File: config.mk
export PLATFORM = sky130hd
export DESIGN_NAME = fpld_s2d_load
export DESIGN_NICKNAME = d
export VERILOG_FILES = /design/src/rtl/fpld_pkg.sv /design/src/rtl/fpld_lzc.sv /design/src/rtl/fpld_classify.sv /design/src/rtl/fpld_widen_finite.sv /design/src/rtl/fpld_nan_map.sv /design/src/rtl/fpld_s2d_load.sv
export SDC_FILE = /design/constraint.sdc
export NUM_CORES = 1
export LEC_CHECK = 0
export ABC_AREA = 1
export BUFFER_PORTS_ARGS = -buffer_cell sky130_fd_sc_hd__buf_2
export CORE_UTILIZATION = 30
export DETAILED_ROUTE_END_ITERATION = 8
export PLACE_DENSITY = 0.48
export SYNTH_ARGS = -nofsm -noshare
export SYNTH_HDL_FRONTEND = slang
export SYNTH_HIERARCHICAL = 1
export SYNTH_SLANG_ARGS = --single-unit
File: constraint.sdc
create_clock -name vclk -period 7.6
set_input_delay 1.14 -clock vclk [all_inputs]
set_output_delay 1.14 -clock vclk [all_outputs]
set_load 0.05 [all_outputs]
File: src/rtl/fpld_pkg.sv
// Shared tag types for the single-to-double load converter.
package fpld_pkg;

    // Main register class tag.
    typedef enum logic [1:0] {
        MT_ZERO    = 2'd0,
        MT_VALID   = 2'd1,
        MT_SPECIAL = 2'd2
    } main_tag_e;

    // Detail tag for special registers.
    typedef enum logic [2:0] {
        ST_NONE   = 3'd0,
        ST_INDEF  = 3'd1,
        ST_INF    = 3'd2,
        ST_QNAN   = 3'd3,
        ST_SNAN   = 3'd4,
        ST_DENORM = 3'd5
    } sub_tag_e;

    // Field decode of the incoming narrow word.
    typedef struct packed {
        logic exp_ones;
        logic exp_zero;
        logic man_zero;
        logic quiet;
        logic indef;
    } in_class_t;

endpackage

File: src/rtl/fpld_lzc.sv
// Leading-zero counter.
// Counts the zeros above the most significant set bit of vec.
// Assumes: an all-zero vec returns W; callers that use the count
// ignore that case.
module fpld_lzc #(
    parameter int W  = 23,
    parameter int CW = $clog2(W + 1)
) (
    input  logic [W-1:0]  vec,
    output logic [CW-1:0] cnt
);

    // Priority scan from the top bit down.
    always_comb begin
        logic found;
        found = 1'b0;
        cnt   = CW'(W);
        for (int i = W - 1; i >= 0; i--) begin
            if (!found && vec[i]) begin
                cnt   = CW'(W - 1 - i);
                found = 1'b1;
            end
        end
    end

endmodule

File: src/rtl/fpld_classify.sv
// Field decoder for the narrow input word.
// Flags an all-ones or all-zero exponent, a zero mantissa, the top
// mantissa bit, and an exact match with the default NaN pattern.
// Assumes: the word layout is {sign, exponent, mantissa}.
module fpld_classify #(
    parameter int EXP_W = 8,
    parameter int MAN_W = 23
) (
    input  logic [EXP_W+MAN_W:0]  word,
    output fpld_pkg::in_class_t   cls
);

    localparam int W = EXP_W + MAN_W + 1;
    localparam logic [W-1:0] INDEF_PAT =
        {1'b1, {EXP_W{1'b1}}, 1'b1, {(MAN_W-1){1'b0}}};

    logic [EXP_W-1:0] exp_f;
    logic [MAN_W-1:0] man_f;

    assign exp_f = word[W-2 -: EXP_W];
    assign man_f = word[MAN_W-1:0];

    // Decode the class flags from the fields.
    always_comb begin
        cls.exp_ones = &exp_f;
        cls.exp_zero = ~|exp_f;
        cls.man_zero = ~|man_f;
        cls.quiet    = man_f[MAN_W-1];
        cls.indef    = (word == INDEF_PAT);
    end

endmodule

File: src/rtl/fpld_widen_finite.sv
// Exact widening of finite values (normal, subnormal, zero).
// A normal value is rebiased. A subnormal is renormalized: its
// leading one becomes the hidden bit and the exponent drops by the
// leading-zero count. A zero keeps its sign.
// Assumes: exponent is not all ones; that path is handled elsewhere.
module fpld_widen_finite #(
    parameter int SE = 8,
    parameter int SM = 23,
    parameter int DE = 11,
    parameter int DM = 52
) (
    input  logic           sign,
    input  logic [SE-1:0]  exp_in,
    input  logic [SM-1:0]  man_in,
    output logic [DE+DM:0] word
);

    localparam int SP_BIAS   = (1 << (SE - 1)) - 1;
    localparam int DP_BIAS   = (1 << (DE - 1)) - 1;
    localparam int BIAS_DIFF = DP_BIAS - SP_BIAS;
    localparam int LZ_W      = $clog2(SM + 1);
    localparam int PAD       = DM - SM;

    logic [LZ_W-1:0] lz;
    logic [DE-1:0]   exp_w;
    logic [SM-1:0]   frac_w;

    fpld_lzc #(.W(SM), .CW(LZ_W)) u_lzc (
        .vec (man_in),
        .cnt (lz)
    );

    // Pick the rebased exponent and the aligned fraction.
    always_comb begin
        exp_w  = DE'(exp_in) + DE'(BIAS_DIFF);
        frac_w = man_in;
        if (exp_in == '0) begin
            if (man_in == '0) begin
                exp_w  = '0;
                frac_w = '0;
            end else begin
                exp_w  = DE'(BIAS_DIFF) - DE'(lz);
                frac_w = (man_in << lz) << 1;
            end
        end
    end

    // Assemble the wide word.
    always_comb word = {sign, exp_w, frac_w, {PAD{1'b0}}};

endmodule

File: src/rtl/fpld_nan_map.sv
// Translation of special inputs (exponent all ones) to the wide format.
// The default NaN goes to the pattern of the selected convention.
// Infinities keep their sign. Any other NaN payload is left-aligned,
// with its top bit inverted under the inverted convention.
// Assumes: it is used only when the input exponent is all ones.
module fpld_nan_map #(
    parameter int SM = 23,
    parameter int DE = 11,
    parameter int DM = 52
) (
    input  logic           sign,
    input  logic [SM-1:0]  man_in,
    input  logic           is_indef,
    input  logic           man_zero,
    input  logic           nan_inv,
    output logic [DE+DM:0] word
);

    localparam int PAD = DM - SM;
    localparam logic [DE+DM:0] INDEF_STD =
        {1'b1, {DE{1'b1}}, 1'b1, {(DM-1){1'b0}}};
    localparam logic [DE+DM:0] INDEF_INV =
        {1'b0, {DE{1'b1}}, 1'b0, {(DM-1){1'b1}}};
    localparam logic [SM-1:0] QBIT = SM'(1) << (SM - 1);

    logic [SM-1:0] payload;

    // Flip the quiet bit under the inverted convention.
    always_comb payload = nan_inv ? (man_in ^ QBIT) : man_in;

    // Choose default NaN, infinity or translated payload.
    always_comb begin
        if (is_indef)
            word = nan_inv ? INDEF_INV : INDEF_STD;
        else if (man_zero)
            word = {sign, {DE{1'b1}}, {DM{1'b0}}};
        else
            word = {sign, {DE{1'b1}}, payload, {PAD{1'b0}}};
    end

endmodule

File: src/rtl/fpld_s2d_load.sv
// Single-to-double load converter (top, combinational).
// Widens a narrow float into the wide format and tags the result.
// Special inputs are tagged from the input fields. Finite inputs are
// tagged from the widened word.
// Assumes: two-state inputs that stay stable while the output is used.
module fpld_s2d_load #(
    parameter int SP_EXP_W = 8,
    parameter int SP_MAN_W = 23,
    parameter int DP_EXP_W = 11,
    parameter int DP_MAN_W = 52
) (
    input  logic [SP_EXP_W+SP_MAN_W:0] flt_in,
    input  logic                       nan_inv,
    output logic [DP_EXP_W+DP_MAN_W:0] dbl_out,
    output logic [1:0]                 main_tag,
    output logic [2:0]                 sub_tag
);
    import fpld_pkg::*;

    localparam int SW = SP_EXP_W + SP_MAN_W + 1;
    localparam int DW = DP_EXP_W + DP_MAN_W + 1;

    in_class_t       cls;
    logic [DW-1:0]   fin_word;
    logic [DW-1:0]   nan_word;
    logic [DP_EXP_W-1:0] res_exp;
    logic [DP_MAN_W-1:0] res_man;
    logic            res_mag_zero;
    main_tag_e       mtag;
    sub_tag_e        stag;

    fpld_classify #(.EXP_W(SP_EXP_W), .MAN_W(SP_MAN_W)) u_cls (
        .word (flt_in),
        .cls  (cls)
    );

    fpld_widen_finite #(
        .SE(SP_EXP_W), .SM(SP_MAN_W), .DE(DP_EXP_W), .DM(DP_MAN_W)
    ) u_fin (
        .sign   (flt_in[SW-1]),
        .exp_in (flt_in[SW-2 -: SP_EXP_W]),
        .man_in (flt_in[SP_MAN_W-1:0]),
        .word   (fin_word)
    );

    fpld_nan_map #(.SM(SP_MAN_W), .DE(DP_EXP_W), .DM(DP_MAN_W)) u_nan (
        .sign     (flt_in[SW-1]),
        .man_in   (flt_in[SP_MAN_W-1:0]),
        .is_indef (cls.indef),
        .man_zero (cls.man_zero),
        .nan_inv  (nan_inv),
        .word     (nan_word)
    );

    // Route the special or the finite path to the output.
    always_comb dbl_out = cls.exp_ones ? nan_word : fin_word;

    // Split the widened result for tagging.
    always_comb begin
        res_exp      = dbl_out[DW-2 -: DP_EXP_W];
        res_man      = dbl_out[DP_MAN_W-1:0];
        res_mag_zero = (res_exp == '0) && (res_man == '0);
    end

    // Derive the two-level tag.
    always_comb begin
        if (cls.exp_ones) begin
            mtag = MT_SPECIAL;
            if (cls.indef)         stag = ST_INDEF;
            else if (cls.man_zero) stag = ST_INF;
            else if (cls.quiet)    stag = ST_QNAN;
            else                   stag = ST_SNAN;
        end else if (res_mag_zero) begin
            mtag = MT_ZERO;
            stag = ST_NONE;
        end else if (res_exp == '0) begin
            mtag = MT_SPECIAL;
            stag = ST_DENORM;
        end else begin
            mtag = MT_VALID;
            stag = ST_NONE;
        end
    end

    assign main_tag = mtag;
    assign sub_tag  = stag;

    // Output encoding checks against the tags.
    always_comb begin
        // a special tag holds only an extreme wide exponent
        a_r1_special_main: assert (mtag != MT_SPECIAL ||
            res_exp == '1 || res_exp == '0)
            else $error("special tag with ordinary exponent");
        // infinity carries no payload
        a_r3_inf_clean: assert (stag != ST_INF || res_man == '0)
            else $error("infinity with payload");
        // NaN classes keep an all-ones exponent
        a_r5_nan_exp: assert (!(stag == ST_QNAN || stag == ST_SNAN) ||
            res_exp == '1)
            else $error("NaN lost exponent");
        // valid numbers have an ordinary exponent
        a_r6_valid_exp: assert (mtag != MT_VALID ||
            (res_exp != '0 && res_exp != '1))
            else $error("valid tag with extreme exponent");
        // sign preserved except for the default NaN remap
        a_r8_sign_kept: assert (stag == ST_INDEF ||
            dbl_out[DW-1] == flt_in[SW-1])
            else $error("sign changed");
        // inverted default NaN is positive
        a_r2_indef_inv: assert (!(stag == ST_INDEF && nan_inv) ||
            !dbl_out[DW-1])
            else $error("inverted default NaN sign");
    end

endmodule

==> results.ini <==
[timing]
fin_tns_setup_ps=0
tightest_slew_ps=874
fmax_ghz=0.153
min_period_over_period_pct=86.0
hold_viol_final=0
layout_setup_ws_ps=1060
post-route-min-period_ps=6540
slew_headroom_pct=41.7
setup_viol=0
rsz0062_at_grt=false
timing.hold.ws_ps=2690
slew_viol_final=0

[floorplan]
start_util_pct=30.6
std_cell_rows=42
io_pins=102
die_x_um=118
die_h_um=118
core_mm2=0.0132
die-area_mm2=0.0139

[setup_path]
arrival_ps=5400
startpoint_type=primary input
cpMaxStageDelayCell=inv_1
endpoint_kind=output pin
crit_top_cell=nand2_1
required_ps=6460
crit_type=primary input to output pin
slowest_delay_ps=650
critPathMaxFanout=24

[routing]
drt_iter0_drc=542
wl_met2_um=6260
ant_nets=0
wl_met3_um=939
highest_layer=met4
wire_per_inst_um=13.1
via_per_inst=4.66
vias=5087
met1_length_um=6820
dr.pass1.iters=6
totalWireLength_um=14300
drc=0

[clocking]
post_cts_buffers=0
cts_resized=0
hold_buffers=0

[grt]
grt_max_degree=86
antenna_found_initial=0
grtUsageTotal_pct=20.4
gr-total-overflow=0
grt_pass1_wl_um=23500
grt_pass1_vias=4566

[placement]
post-place-ws_ps=1130
gp_congestion=0.977
dp_hpwl_um=10800
portBuffers=102

[power_and_ir_drop]
ir_drop_mv=0.0315
leakagePower_nw=2.57
p_per_area_mw_per_mm2=59.5

[min_path]
hold_path_startpoint=flt_in[31]
holdPathEnd=dbl_out[63]
hold_path_class=primary input to output pin
min_path_cells=4

[logic_synthesis]
netlist_area_mm2=0.00404
synth.avg_cell_area_um2=4.60
synthCells=879
yosysWarningCount=6

[final_layout]
nFlopsAndLatches=0
diodes=0
fillers=1601
area_growth_pct=3.00
clock_buffers=0
seq_area_um2=0
fin_nets=951
drive_above_1_share_pct=14.2

[outcome]
status=complete, no violations

[job]
max_cap_viol_count=0

## power by group
group / internal [mW] / total, mW / switching (mW)
registers: 0 / 0 / 0
clock network: 0 / 0 / 0
logic: 0.0607 / 0.248 / 0.187
## placed cells by master (no fill, tap or decap), types with 2 or more instances in the layout
master,count
nand2_2,3
inv_2,4
inv_1,86
conb_1,40
nand4_1,8
o2111ai_1,2
nor2_1,79
buf_4,4
o21ai_0,18
nand2_1,422
nand4_2,3
o21ai_1,14
nor3_1,7
xor2_1,2
nor2_4,5
nand3b_1,2
o41ai_1,2
nor2_2,6
a21oi_1,3
nand3_1,96
buf_2,102
## through the flow
step / total power, mW / area [um2] / utilization, % / std cells
5_1_grt: 0.273 / 4160 / 31.6 / 1091
4_1_cts: 0.246 / 4160 / 31.6 / 1091
6_report: 0.248 / 4160 / 31.6 / 1091
3_5_place_dp: 0.245 / 4160 / 31.6 / 1091
3_3_place_gp: 0.246 / 4160 / 31.6 / 1091
2_1_floorplan: 0.190 / 4190 / - / 917
## critical path, delay by kind of cell
kind | cells | cell delay [ps]
AO/OA/AOI/OAI | 2 | 270
buffers and inverters | 5 | 1430
AND/OR/NAND/NOR | 20 | 2520
## metal layers
layer	vias up	GRT usage, %
li1	2677	-
met1	2181	29.1
met2	202	33.5
met5	-	0
met3	27	1.36
met4	0	4.25
## worst max-delay path by stage
stage                          start    endpoint  slack [ps]  depth (start not counted)
after floorplan           flt_in[21]  sub_tag[0]        1890                         26
after global placement    flt_in[22]  sub_tag[2]        1260                         27
after detailed placement  flt_in[19]  sub_tag[2]        1130                         27
after CTS                 flt_in[19]  sub_tag[2]        1130                         27
after global routing      flt_in[21]  sub_tag[2]         570                         27
final                     flt_in[19]  sub_tag[2]        1060                         27
## cell type report
cell class	count	area, um2	share of cell area [%]
Multi-Input combinational cell	719	3070	73.6
Timing Repair Buffer	106	541	13.0
Tap cell	176	220	5.29
Inverter	90	338	8.11
(Power assumes the default switching activity.)
